$ cat src/rtl/hwopt_latch.sv
module hwopt_latch #(
  parameter int ADDR_W = 24,
  parameter logic [23:0] BASE = 24'h00FFA0,
  parameter int NLOC = 36,
  parameter int FIX_FIRST = 24,
  parameter int FIX_LAST = 31,
  parameter int SLEW_IDX = 32,
  parameter int SUPV_IDX = 33,
  parameter logic [7:0] SLEW_DEF = 8'h0F,
  parameter logic [7:0] FIX_SEED = 8'h5A
) (
  input  logic              clk,
  input  logic              rst_n,
  input  logic [ADDR_W-1:0] bus_addr,
  input  logic [7:0]        bus_data,
  input  logic              bus_rd,
  input  logic              bus_vld,
  output logic [NLOC*8-1:0] opt_bytes,
  output logic [7:0]        u1_fast,
  output logic              wdt_hw_en,
  output logic              cmon_hw_en,
  output logic              all_act
);
  localparam int IDX_W = $clog2(NLOC);

  logic [ADDR_W-1:0] off;
  logic              in_win, take;
  logic [IDX_W-1:0]  idx;
  logic [7:0]        opt_q [NLOC];
  logic [NLOC-1:0]   act;

  assign off    = bus_addr - ADDR_W'(BASE);
  assign in_win = off < ADDR_W'(NLOC);
  assign idx    = off[IDX_W-1:0];
  assign take   = bus_rd & bus_vld & in_win;

  for (genvar g = 0; g < NLOC; g++) begin : g_loc
    if (g >= FIX_FIRST && g <= FIX_LAST) begin : g_fix
      assign opt_q[g] = FIX_SEED ^ 8'(g);
      assign act[g]   = 1'b1;
    end else begin : g_prog
      localparam logic [7:0] DEF = (g == SLEW_IDX) ? SLEW_DEF : 8'h00;
      logic [7:0] val;
      logic       seen;
      always_ff @(posedge clk or negedge rst_n) begin
        if (!rst_n) begin
          val  <= DEF;
          seen <= 1'b0;
        end else if (take && idx == IDX_W'(g)) begin
          val  <= bus_data;
          seen <= 1'b1;
        end
      end
      assign opt_q[g] = val;
      assign act[g]   = seen;
    end
    assign opt_bytes[g*8 +: 8] = opt_q[g];
  end

  assign u1_fast    = opt_q[SLEW_IDX];
  assign wdt_hw_en  = opt_q[SUPV_IDX][0];
  assign cmon_hw_en = opt_q[SUPV_IDX][1];
  assign all_act    = &act;
endmodule


$ cat config.mk
export PLATFORM = sky130hd
export DESIGN_NAME = hwopt_latch
export DESIGN_NICKNAME = d
export VERILOG_FILES = /design/src/rtl/hwopt_latch.sv
export SDC_FILE = /design/constraint.sdc
export NUM_CORES = 1
export LEC_CHECK = 0
export BUFFER_PORTS_ARGS = -buffer_cell sky130_fd_sc_hd__buf_2
export CAP_MARGIN = 5
export CORE_MARGIN = 5
export CORE_UTILIZATION = 47
export DETAILED_ROUTE_END_ITERATION = 8
export HOLD_SLACK_MARGIN = 0.12
export PLACE_DENSITY = 0.76
export RECOVER_POWER = 50
export SETUP_SLACK_MARGIN = 0.5
export SYNTH_ARGS = -nofsm -noshare
export SYNTH_HDL_FRONTEND = slang
export SYNTH_SLANG_ARGS = --single-unit
$ cat constraint.sdc
create_clock -name clk -period 1.3 [get_ports clk]
set_clock_uncertainty 0.2 [all_clocks]
set_input_delay 0.13 -clock clk [delete_from_list [all_inputs] [get_ports clk]]
set_output_delay 0.13 -clock clk [all_outputs]
set_load 0.05 [all_outputs]
## Yosys cells after proc, flatten, opt, wreduce, memory -nomap -nowiden

Cells that the tools add are included.
W data, S select, Z words.

| storage, ports and cells | value |
|---|---|
| register bits | 252 |
| bits in latches | 0 |
| bits in writable memories | 0 |
| memory bits (read-only) | 0 |
| bits of input ports | 36 |
| output and inout bits | 299 |
| word-level logic and storage cells | 117 |
| memories | 0 |

| operators by class | value |
|---|---|
| add/sub/neg operators | 1 |
| multiply operators | 0 |
| div/mod/pow operators | 0 |
| $lt $le $gt $ge | 1 |
| equality and inequality tests | 27 |
| shifts and indexed selects | 0 |
| mux-type cells | 0 |
| bitwise logic cells | 2 |
| reductions and logical operators | 30 |

Operator list:

| cell | count |
|---|---|
| $eq A6 B4 Y1 const B | 8 |
| $eq A6 B5 Y1 const B | 8 |
| $logic_and A1 B1 Y1 | 28 |
| $reduce_and A28 Y1 | 1 |
| $eq A6 B3 Y1 const B | 4 |
| $eq A6 B6 Y1 const B | 4 |
| $lt A24 B6 Y1 const B | 1 |
| $sub A24 B16 Y24 const B | 1 |
| $eq A6 B2 Y1 const B | 2 |
| $eq A6 B1 Y1 const B | 1 |
| $logic_not A6 Y1 | 1 |
| $and A1 B1 Y1 | 2 |

## Depth between registers and ports, before layout

Gate-level depths: netlist of the first run.

| depth | value |
|---|---|
| depth in word-level cells | 4 |
| depth in mapped cells | 12 |

## Worst setup path after synthesis of the first run

OpenSTA, ideal clock, no wires.

| timing | value |
|---|---|
| path kind | register -> output |
| from | register g_loc[4].g_prog.seen |
| to | output port all_act |
| arrival time | 2468 ps |
| slack | -1498 ps |
| cell stages (with the launch flop) | 4 |
| path buffers | 0 |
| cells stage by stage | dfrtp_1 > nand4_1 > or4_1 > nor4_1 |

| between the ends | value |
|---|---|
| longest elaborated chain between the ends | 1 |

Ends and longest elaborated chain:

| item | line | source |
|---|---|---|
| start, declared | 44 | `logic seen;` |
| start signal, assigned | 48 | `seen <= 1'b0;` |
| start signal, assigned | 51 | `seen <= 1'b1;` |
| $reduce_and A28 Y1 | 63 | `assign all_act = &act;` |
| end, declared | 22 | `output logic all_act` |

Every way passes these cells.

## Worst setup path in the final report of the first run

| timing | value |
|---|---|
| from | register g_loc[34].g_prog.seen |
| to | output port all_act |

| between the ends | value |
|---|---|
| longest elaborated chain between the ends | 1 |

Ends and longest elaborated chain:

| item | line |
|---|---|
| start, declared | 44 |
| start signal, assigned | 48 |
| start signal, assigned | 51 |
| $reduce_and A28 Y1 | 63 |

Every way passes these cells.

==> results by group, run 1 <==
CTS
  • CTS tree: yes
  • Clock sink count: 252
  • TritonCTS Buffers: 28
  • # H-tree levels: 1
  • Clk Latency, worst-skew pair: approximately 0.53 ns
  • Clk buf depth: 3
  • CTS clk-pin slew, worst paths: 0.06 ns
  • CTS root buf: clkbuf_16

Routing
  • Via density: 5.384
  • Vias: a little under 9000
  • Post-DRT Antenna Nets: 0
  • Routed Wire Length: 40.68 mm
  • DRC: 0
  • 1st-iter DRT viols: around 560
  • WL/cell: 25.14 microns
  • TritonRoute pass-1 iters: 5

STA
  • FMAX: between 400 and 500 MHz
  • Setup WS post-layout: -1.036 ns
  • Slew Limit Headroom: 0.4458
  • RSZ-0062 raised after global routing: yes
  • Fin. max-slew vios: 0
  • Worst Tran Pin Value: 0.8313 ns
  • Final setup fails: 487
  • Final period util: 1.797
  • Post-layout min period: between 2 and 2.5 ns
  • Hold_ws: -0.5271 ns
  • Final Hold Violating Endpoints: 39
  • Final setup TNS: -262.42 ns

Setup path
  • Worst Path Arrival: about 2 ns
  • CP Capture Type: output port
  • Max Fanout on Critical Path: 2
  • Crit Path Class: register to output port
  • Worst setup SP type: register
  • Worst Path Required: between 0.9 and 1 ns

Die
  • Core ar.: 24250 sq um
  • I/O pin count: 335
  • Chip Height: around 170 microns
  • Die X: 166.5 microns
  • Die area: 27730 sq um
  • Starting Density: 0.4748
  • Num rows: 57

Final layout
  • Layout cells sized above 1: 0.8019
  • Layout area overhead: 61.42%
  • Multi-input gate area: 4933 sq um
  • Fillers: approximately 1300
  • Non-Filler Instances: about 1600
  • Storage element area: 6516 sq um
  • Nets: between 1000 and 1500

Global route
  • First-pass GRT wire length: 59.04 mm
  • Total congestion overflow: 0
  • Largest net degree at the start of global routing: 43
  • Overall global routing resource usage: 0.2723
  • Vias in the first global route: ~9300
  • Initial antenna violation count: 4

Place
  • Count of input and output buffers: 270
  • GP Congestion: around 0.78
  • Final HPWL DP: 19.39 mm
  • DP Cell Count: ~1400

Synthesis
  • Mapped cell area: 11510 sq um
  • Yosys warning count: 0
  • Post-synth EDFFs: 0
  • Register area share after synthesis: 0.5481
  • Syn avg cell area: 15.41 sq um
  • Cell variety after synth: 53
  • Post-Syn Instances: 747
  • Synth Flop Type: dfrtp_1
  • Synthesized flop and latch total: 252
  • Ys async rst share: 1.000

Outcome
  • Failing checks: hold timing, setup timing
  • Status: finished, violations left

Flow run
  • Max_cap viols: 0

Pwr
  • IR drop worst, VDD: between 900 and 1000 uV
  • Pwr dens: 886.7 nW/um^2
  • Pleak: 9.841 nW

Min path
  • Hold Path Class: primary input to asynchronous set/reset pin
synth_stat cells (2+ instances only):
library cell,n,area (sq um)
nand4_4,20,425.4
nor3_1,10,50.05
buf_6,3,33.78
mux2_1,5,56.30
nand4_2,8,100.1
buf_8,6,90.09
nor4_1,2,12.51
conb_1,2,7.510
mux2_4,56,840.8
nand2b_1,23,143.9
nand2_1,3,11.26
dfrtp_1,248,6206
a21oi_1,2,10.01
nand3_1,5,25.02
nand3b_1,3,22.52
buf_12,2,40.04
dlygate4sd3_1,7,70.07
nand4_1,8,50.05
mux2_2,164,1847
clkbuf_1,3,11.26
nand4b_1,2,17.52
nor2_1,31,116.4
or2b_4,2,22.52
bufbuf_16,8,260.3
inv_1,4,15.01
or2b_1,7,52.55
mux2i_1,3,30.03
dfstp_2,4,105.1
buf_4,82,615.6
kinds of logic (layout without fill, tap and decap cells):
family	count (synthesis)	in the layout	share of synthesized area
compound gates	13	13	0.009673
xor+xnor	1	1	0.0007608
fa+ha+maj	1	1	0.001087
buf+inv	116	584	0.09911
flops	252	252	0.5481
mux	228	228	0.2409
other cells	2	66	0.0006523
simple gates	134	149	0.09965
what timing repair did:
| action | 4_1_cts | 5_1_grt |
|---|---|---|
| pin swaps | 37 | 23 |
| buffers inserted | 117 | 57 |
| endpoints found under the setup margin | 487 | 487 |
| hold endpoints to repair | 357 | 255 |
| gates cloned | 32 | 1 |
| resized for setup | 587 | 38 |
per-layer routing:
| layer | vias to the layer above | wire, microns | track usage |
|---|---|---|---|
| met5 | - | 21 | 0 |
| met4 | 4 | 2119 | 0.1010 |
| met3 | 153 | 2978 | 0.06139 |
| met2 | 480 | 20420 | 0.4698 |
| met1 | 4473 | 15140 | 0.3364 |
| li1 | 3601 | - | - |
critical path, stage by stage (launching register included):
cell and delay (ns):
dfrtp_1 0.35, nand4_1 0.12, or4_4 0.59, nor4_4 0.21
buf_6 0.21
final cells by class:
class	count	area share
Clock buffer	46	0.04248
Antenna cell	2	0.0002693
Inverter	4	0.0009425
Timing Repair Buffer	528	0.3161
Multi-Input combinational cell	456	0.2655
Tap cell	324	0.02181
Clock inverter	6	0.002356
Sequential cell	252	0.3506
path summary, 6_finish.rpt:
| path | start | to | slack (ns) | depth (start not counted) |
|---|---|---|---|---|
| min in group clk | bus_data[7] | g_loc[23].g_prog.val[7] | 0.10 | 2 |
| max in group asynchronous | rst_n | g_loc[16].g_prog.val[1] | 0.20 | 2 |
| hold / removal | rst_n | g_loc[10].g_prog.val[6] | -0.53 | 1 |
| setup reg to reg | g_loc[10].g_prog.val[2] | g_loc[10].g_prog.val[2] | 0.04 | 3 |
| setup / recovery | g_loc[34].g_prog.seen | all_act | -1.04 | 4 |
| hold reg to reg | g_loc[19].g_prog.seen | g_loc[19].g_prog.seen | 0.27 | 1 |
metrics by stage:
| step | hold WS (ns) | area (sq um) | setup WS, ns | utilization | total power [W] |
|---|---|---|---|---|---|
| 2_1_floorplan | -0.3656 | 12100 | -1.219 | - | 0.008879 |
| 3_3_place_gp | -0.1871 | 13430 | -1.418 | 0.5538 | 0.009038 |
| 3_5_place_dp | -0.1847 | 13430 | -1.451 | 0.5538 | 0.009047 |
| 4_1_cts | -0.7442 | 18050 | -0.9658 | 0.7442 | 0.01647 |
| 5_1_grt | -0.4897 | 18590 | -1.087 | 0.7665 | 0.01698 |
| 6_report | -0.5271 | 18590 | -1.036 | 0.7665 | 0.01648 |
where the power goes:
group,internal (W),switching [W]
Sequential,0.00784,0.00000000553
Clock,0.00414,0.00321
Combinational,0.000299,0.000981
Total,0.0123,0.00419
state kept, by name, summed over array words and instances (netlist names):
| name | flops |
|---|---|
| u1_fast | 8 |
| g_loc.g_prog.seen | 28 |
| g_loc.g_prog.val | 216 |
placed cells by master (no fill, tap or decap), types with 13 or more instances in the layout:
| cell | instances |
|---|---|
| buf_2 | 33 |
| buf_4 | 143 |
| conb_1 | 64 |
| mux2_2 | 156 |
| buf_6 | 268 |
| clkbuf_16 | 39 |
| nor2_1 | 31 |
| nand2b_1 | 13 |
| clkbuf_1 | 18 |
| mux2_4 | 69 |
| dfrtp_1 | 84 |
| dfrtp_2 | 164 |
| nand4_4 | 43 |
| buf_8 | 18 |
| buf_12 | 42 |
Note: power is estimated with default switching activity, not from simulation.
==> run 2, diff against run 1 <==
--- a/config.mk
+++ b/config.mk
@@ -11,7 +11,7 @@
 export CORE_UTILIZATION = 47
 export DETAILED_ROUTE_END_ITERATION = 8
 export HOLD_SLACK_MARGIN = 0.12
-export PLACE_DENSITY = 0.76
+export PLACE_DENSITY = 0.85
 export RECOVER_POWER = 50
 export SETUP_SLACK_MARGIN = 0.5
 export SYNTH_ARGS = -nofsm -noshare
==> run 2 against run 1 <==
  * The flow still finishes with violations (hold timing, setup timing)
  * Register-to-register slack got worse by 0.03 ns
  * Routed wire length increased by 12%
  * Cell count rose by 1.5%
  * Critical endpoint is now g_loc[10].g_prog.val[0]
==> results by group, run 2 (synthesized netlist as in run 1, its figures left out) <==
Pwr
  • Logic pwr share: 0.075
  • Sw frac: 0.2504
  • Switching pwr: 0.004371 W
  • Pwr dens: 917.8 nW/um^2
  • IR drop worst, VDD: 852.9 uV
  • Internal power: 0.01308 W
  • Clk pwr share: 0.476
  • Flop pwr share: 0.449
  • Tot Pwr: between 0.015 and 0.02 W
  • Pleak: 10.12 nW

STA
  • Final Hold Violating Endpoints: 23
  • Setup WS post-layout: -1.116 ns
  • Worst Tran Pin Value: around 1 ns
  • Final period util: 1.858
  • FMAX: 413.9 MHz
  • Post-layout min period: roughly 2.4 ns
  • Slew Limit Headroom: 0.3385
  • Final setup fails: 487
  • RSZ-0062 raised after global routing: yes
  • Hold_ws: -0.4686 ns
  • Fin. max-slew vios: 0

Die
  • Num rows: 57
  • I/O pin count: 335
  • Chip Height: around 170 microns
  • Core ar.: 24250 sq um
  • Starting Density: 0.4748
  • Die X: 166.5 microns
  • Die area: 27730 sq um

Final layout
  • Storage element area: ~6500 sq um
  • Biggest register: g_loc.g_prog.val
  • Nets: 1335
  • Fillers: approximately 1100
  • Multi-input gate area: 5014 sq um
  • Final Util: 0.7842
  • Most common cell after layout, fill and taps aside: buf_6
  • Most frequent cells in the layout: buf_6 (281), dfrtp_2 (164), buf_4 (157)
  • Layout cells sized above 1: 0.8164
  • Layout area overhead: 65.16%
  • Max FFs per register: about 220

CTS
  • TritonCTS Buffers: 26
  • CTS root buf: clkbuf_16
  • Clk buf depth: 3
  • Clock sink count: 252
  • CTS clk-pin slew, worst paths: 0.07 ns
  • CTS tree: yes
  • Clk Latency, worst-skew pair: ~0.53 ns
  • # H-tree levels: 1

Setup path
  • Max Fanout on Critical Path: 5
  • Reg2Reg Setup Slack: 0.01 ns
  • R2r endpoint: g_loc[35].g_prog.val[1]
  • Worst setup SP type: primary input
  • Worst Path Required: 1.51 ns
  • Worst R2R Start: g_loc[35].g_prog.val[1]
  • Worst Path Arrival: 2.63 ns
  • Crit path launch: bus_addr[5]
  • Crit Path Class: primary input to register
  • Worst R2R Path Depth: 3
  • CP Capture Type: register

Place
  • GP Congestion: 0.8395
  • Dpl ws: -1.424 ns
  • Count of input and output buffers: 270
  • Final HPWL DP: 19.96 mm

Routing
  • DRC: 0
  • Via density: about 5.5
  • Post-DRT Antenna Nets: 0
  • WL/cell: 27.61 microns
  • TritonRoute pass-1 iters: 5
  • 1st-iter DRT viols: 563
  • Routed Wire Length: 45.37 mm
  • Vias: between 9000 and 10000

Global route
  • Vias in the first global route: 9704
  • Initial antenna violation count: 1
  • Largest net degree at the start of global routing: 45
  • Total congestion overflow: 0
  • First-pass GRT wire length: 61.62 mm
  • Overall global routing resource usage: 0.2840

Flow run
  • Max_cap viols: 0

Outcome
  • Failing checks: hold timing, setup timing
  • Status: finished, violations left

Min path
  • Hold Path Class: primary input to asynchronous set/reset pin
-- run 2: metal layers --
layer / vias up / wire length (microns) / share of wire / global-route usage
met4: 0 / 2729 / 0.060 / 0.1206
met1: 4676 / 16130 / 0.36 / 0.3395
li1: 3662 / - / - / -
met2: 505 / 23310 / 0.51 / 0.5068
met3: 189 / 3203 / 0.071 / 0.04883
met5: - / 0 / 0 / 0
-- run 2: worst max path at each step --
| stage | end | depth (start not counted) |
|---|---|---|
| finish | g_loc[10].g_prog.val[0] | 16 |
| global placement | g_loc[21].g_prog.val[4] | 11 |
| detailed placement | g_loc[21].g_prog.val[0] | 10 |
| floorplan | g_loc[11].g_prog.val[0] | 12 |
| CTS | all_act | 4 |
| global route | g_loc[10].g_prog.val[0] | 16 |
-- run 2: what timing repair did --
| action | 4_1_cts | 5_1_grt |
|---|---|---|
| pin swaps | 37 | 45 |
| setup buffers | 116 | 67 |
| resized for setup | 614 | 70 |
| hold endpoints to repair | 304 | 262 |
| endpoints found under the setup margin | 487 | 487 |
| cloned | 30 | 4 |
-- run 2: layout make-up --
class | instances | share of cell area
clock buffers | 38 | 0.03869
inverters | 4 | 0.001184
clock inverters | 10 | 0.01000
flip-flops and latches | 252 | 0.3427
repair buffers | 557 | 0.3223
diodes | 1 | 0.0001316
multi-input cells | 457 | 0.2637
well taps | 324 | 0.02132
-- run 2: metrics by stage --
step / setup TNS, ns / hold WS [ns] / std cells / cell area (sq um)
2_1_floorplan: -278.64 / -0.3656 / 809 / 12100
3_3_place_gp: -323.84 / -0.1604 / 1377 / 13590
3_5_place_dp: -330.78 / -0.1558 / 1377 / 13590
4_1_cts: -242.22 / -0.7275 / 1571 / 18200
5_1_grt: -293.87 / -0.4248 / 1643 / 19020
6_report: -276.52 / -0.4686 / 1643 / 19020
-- run 2: worst max-delay path, stage by stage --
cell and delay (ns):
buf_8 0.09, inv_6 0.03, ha_4 0.15, and3b_2 0.28
buf_6 0.12, buf_6 0.09, mux2i_2 0.21, a21oi_2 0.10
a211oi_4 0.25, buf_6 0.16, buf_12 0.13, buf_12 0.11
buf_8 0.11, nand4_4 0.14, buf_12 0.20, mux2_4 0.32
-- run 2: power groups by stage --
stage | Combinational [W] | Clock [W] | Sequential, W
after floorplan | 0.000892 | 0 | 0.00799
after global placement | 0.00108 | 0 | 0.00798
after detailed placement | 0.00109 | 0 | 0.00798
after CTS | 0.00124 | 0.00816 | 0.00784
after global routing | 0.00137 | 0.00865 | 0.00783
final | 0.00131 | 0.00830 | 0.00784
==> run 3, diff against run 2 <==
--- a/config.mk
+++ b/config.mk
@@ -6,12 +6,12 @@
 export NUM_CORES = 1
 export LEC_CHECK = 0
 export BUFFER_PORTS_ARGS = -buffer_cell sky130_fd_sc_hd__buf_2
-export CAP_MARGIN = 5
+export CAP_MARGIN = 20
 export CORE_MARGIN = 5
-export CORE_UTILIZATION = 47
+export CORE_UTILIZATION = 56
 export DETAILED_ROUTE_END_ITERATION = 8
 export HOLD_SLACK_MARGIN = 0.12
-export PLACE_DENSITY = 0.85
+export PLACE_DENSITY = 0.94
 export RECOVER_POWER = 50
 export SETUP_SLACK_MARGIN = 0.5
 export SYNTH_ARGS = -nofsm -noshare
==> constraint.sdc (replaced) <==
create_clock -name clk -period 3 [get_ports clk]
set_clock_uncertainty 0.2 [all_clocks]
set_input_delay 0.3 -clock clk [delete_from_list [all_inputs] [get_ports clk]]
set_output_delay 0.3 -clock clk [all_outputs]
set_load 0.05 [all_outputs]
==> run 3 against run 2 <==
  * The run now ends clean
  * Critical path type unchanged
  * Critical path depth down 5
  * Flip-flop and latch count unchanged
  * Routed wire length down 36%
  * Worst setup slack better by 1.6 ns
  * Sequential share of layout area up 12 points
==> results by group, run 3 (synthesized netlist as in run 1, its figures left out) <==
Routing
  • Post-DRT Antenna Nets: 0
  • DRC: 0
  • Via density: 5.446
  • WL/cell: about 22 microns
  • TritonRoute pass-1 iters: 4
  • Vias: 7161
  • Routed Wire Length: 29.03 mm
  • 1st-iter DRT viols: 315

Final layout
  • Max FFs per register: 216
  • Storage element area: 6311 sq um
  • Layout cells sized above 1: 0.4699
  • Post-route cell area: 13620 sq um
  • Multi-input gate area: ~4500 sq um
  • Most common cell after layout, fill and taps aside: dfrtp_1
  • Layout area overhead: 18.28%
  • Biggest register: g_loc.g_prog.val
  • Nets: about 1100
  • Fillers: 1456
  • Inserted Diodes: 0
  • Most frequent cells in the layout: dfrtp_1 (248), mux2_2 (163), buf_2 (151)

Flow run
  • Max_cap viols: 0

Place
  • Dpl cell area: about 13000 sq um
  • Dpl ws: -0.1589 ns
  • Count of input and output buffers: 270
  • GP Congestion: 0.8634
  • Final HPWL DP: 18.70 mm

STA
  • Final setup fails: 0
  • Final Hold Violating Endpoints: 0
  • Final period util: 0.8252
  • Worst Tran Pin Value: 1.162 ns
  • Hold_ws: 0.1358 ns
  • Final setup TNS: 0 ns
  • Post-layout min period: 2.476 ns
  • RSZ-0062 raised after global routing: yes
  • Setup WS post-layout: ~0.52 ns
  • FMAX: 403.9 MHz
  • Slew Limit Headroom: 0.2254
  • Fin. max-slew vios: 0

Setup path
  • Crit Path Class: primary input to register
  • Worst R2R Path Depth: 1
  • CP delay by family, top: multiplexers
  • Worst Path Required: 3.21 ns
  • Crit path launch: bus_addr[5]
  • CP Capture Type: register
  • Critical Path Stages: 11
  • Max Fanout on Critical Path: 17
  • Worst setup SP type: primary input
  • CP max-delay cell: mux2_2
  • WP buf/inv: 4
  • Reg2Reg Setup Slack: between 1.5 and 2 ns
  • Worst path max stage delay: 0.36 ns
  • CP Capture Point: g_loc[33].g_prog.val[7]
  • R2r endpoint: g_loc[11].g_prog.val[7]
  • Worst R2R Start: g_loc[11].g_prog.val[7]
  • Worst Path Arrival: around 2.7 ns
  • Crit-path cells: buf_2 > inv_4 > ha_4 > and3b_2 > nand3_2 > mux2_4 > a211oi_4 > buf_4 > buf_16 > nand4_4 > mux2_2

Pwr
  • Pwr dens: roughly 520 nW/um^2
  • IR drop worst, VDD: roughly 460 uV
  • Pleak: 7.749 nW
  • Tot Pwr: 0.007056 W

CTS
  • # H-tree levels: 1
  • Clk buf depth: 3
  • CTS clk-pin slew, worst paths: 0.07 ns
  • Clock sink count: 252
  • Clk Latency, worst-skew pair: 0.52 ns
  • TritonCTS Buffers: 26
  • CTS root buf: clkbuf_16
  • CTS tree: yes

Die
  • Die X: 153.4 microns
  • Die area: 23530 sq um
  • I/O pin count: roughly 340
  • Core ar.: 20230 sq um
  • Starting Density: 0.5690
  • Chip Height: 153.4 microns
  • Num rows: 52

Global route
  • Largest net degree at the start of global routing: roughly 80
  • Total congestion overflow: 0
  • Vias in the first global route: ~7500
  • First-pass GRT wire length: 43.64 mm
  • Initial antenna violation count: 1
  • Overall global routing resource usage: 0.2299

Min path
  • Hold Path Class: primary input to asynchronous set/reset pin

Outcome
  • Status: completed
[run 3: cell types whose count changed in the layout (fill, tap and decap cells not counted), sizes merged]
cell / before / now
nand4: 52 / 43
clkinv: 5 / 3
dlygate4sd3: 0 / 1
clkinvlp: 0 / 1
bufbuf: 1 / 0
diode: 1 / 0
clkbuf: 55 / 164
buf: 539 / 170
bufinv: 5 / 2
[run 3: cell type report]
cell class	count	share of cell area
Sequential cell	252	0.4634
Timing Repair Buffer	294	0.1134
Tap cell	270	0.02481
Clock inverter	6	0.006891
Clock buffer	41	0.05632
Inverter	4	0.001286
Multi-Input combinational cell	448	0.3339
[run 3: metal layers]
metal | track usage | vias up | wire length, microns
met4 | 0.06056 | 2 | 674
met2 | 0.4010 | 268 | 14640
met5 | 0 | - | 11
met1 | 0.2920 | 3745 | 11780
li1 | - | 3083 | -
met3 | 0.05146 | 63 | 1926
[run 3: report_power, final]
| part | switching [W] | total [W] | leakage (nW) | internal, W |
|---|---|---|---|---|
| registers | 0.00000000173 | 0.00340 | 3.51 | 0.00340 |
| logic | 0.000374 | 0.000429 | 3.82 | 0.0000550 |
| clock network | 0.00130 | 0.00323 | 0.417 | 0.00192 |
[run 3: repair_timing]
| item | CTS | global route |
|---|---|---|
| setup buffers | 0 | 9 |
| pin swaps | 2 | 14 |
| gates cloned | 1 | 8 |
| hold buffers | 1 | 0 |
| resized for setup | 5 | 13 |
| endpoints found under the hold margin | 185 | 0 |
| endpoints found under the setup margin | 112 | 225 |
[run 3: stage by stage]
stage                 util  instances
global placement    0.6203       1249
floorplan                -        809
global route        0.6730       1315
detailed placement  0.6203       1249
finish              0.6730       1315
CTS                 0.6665       1298
[run 3: how the worst min path moves through the flow]
stage               slack (ns)  start                       to  cells past startpoint
finish                    0.14  rst_n  g_loc[17].g_prog.val[2]                      2
global route              0.21  rst_n  g_loc[19].g_prog.val[0]                      2
CTS                       0.14  rst_n  g_loc[12].g_prog.val[4]                      2
detailed placement        0.11  rst_n  g_loc[12].g_prog.val[4]                      1
global placement          0.11  rst_n  g_loc[12].g_prog.val[4]                      1
floorplan                -0.20  rst_n     g_loc[0].g_prog.seen                      0
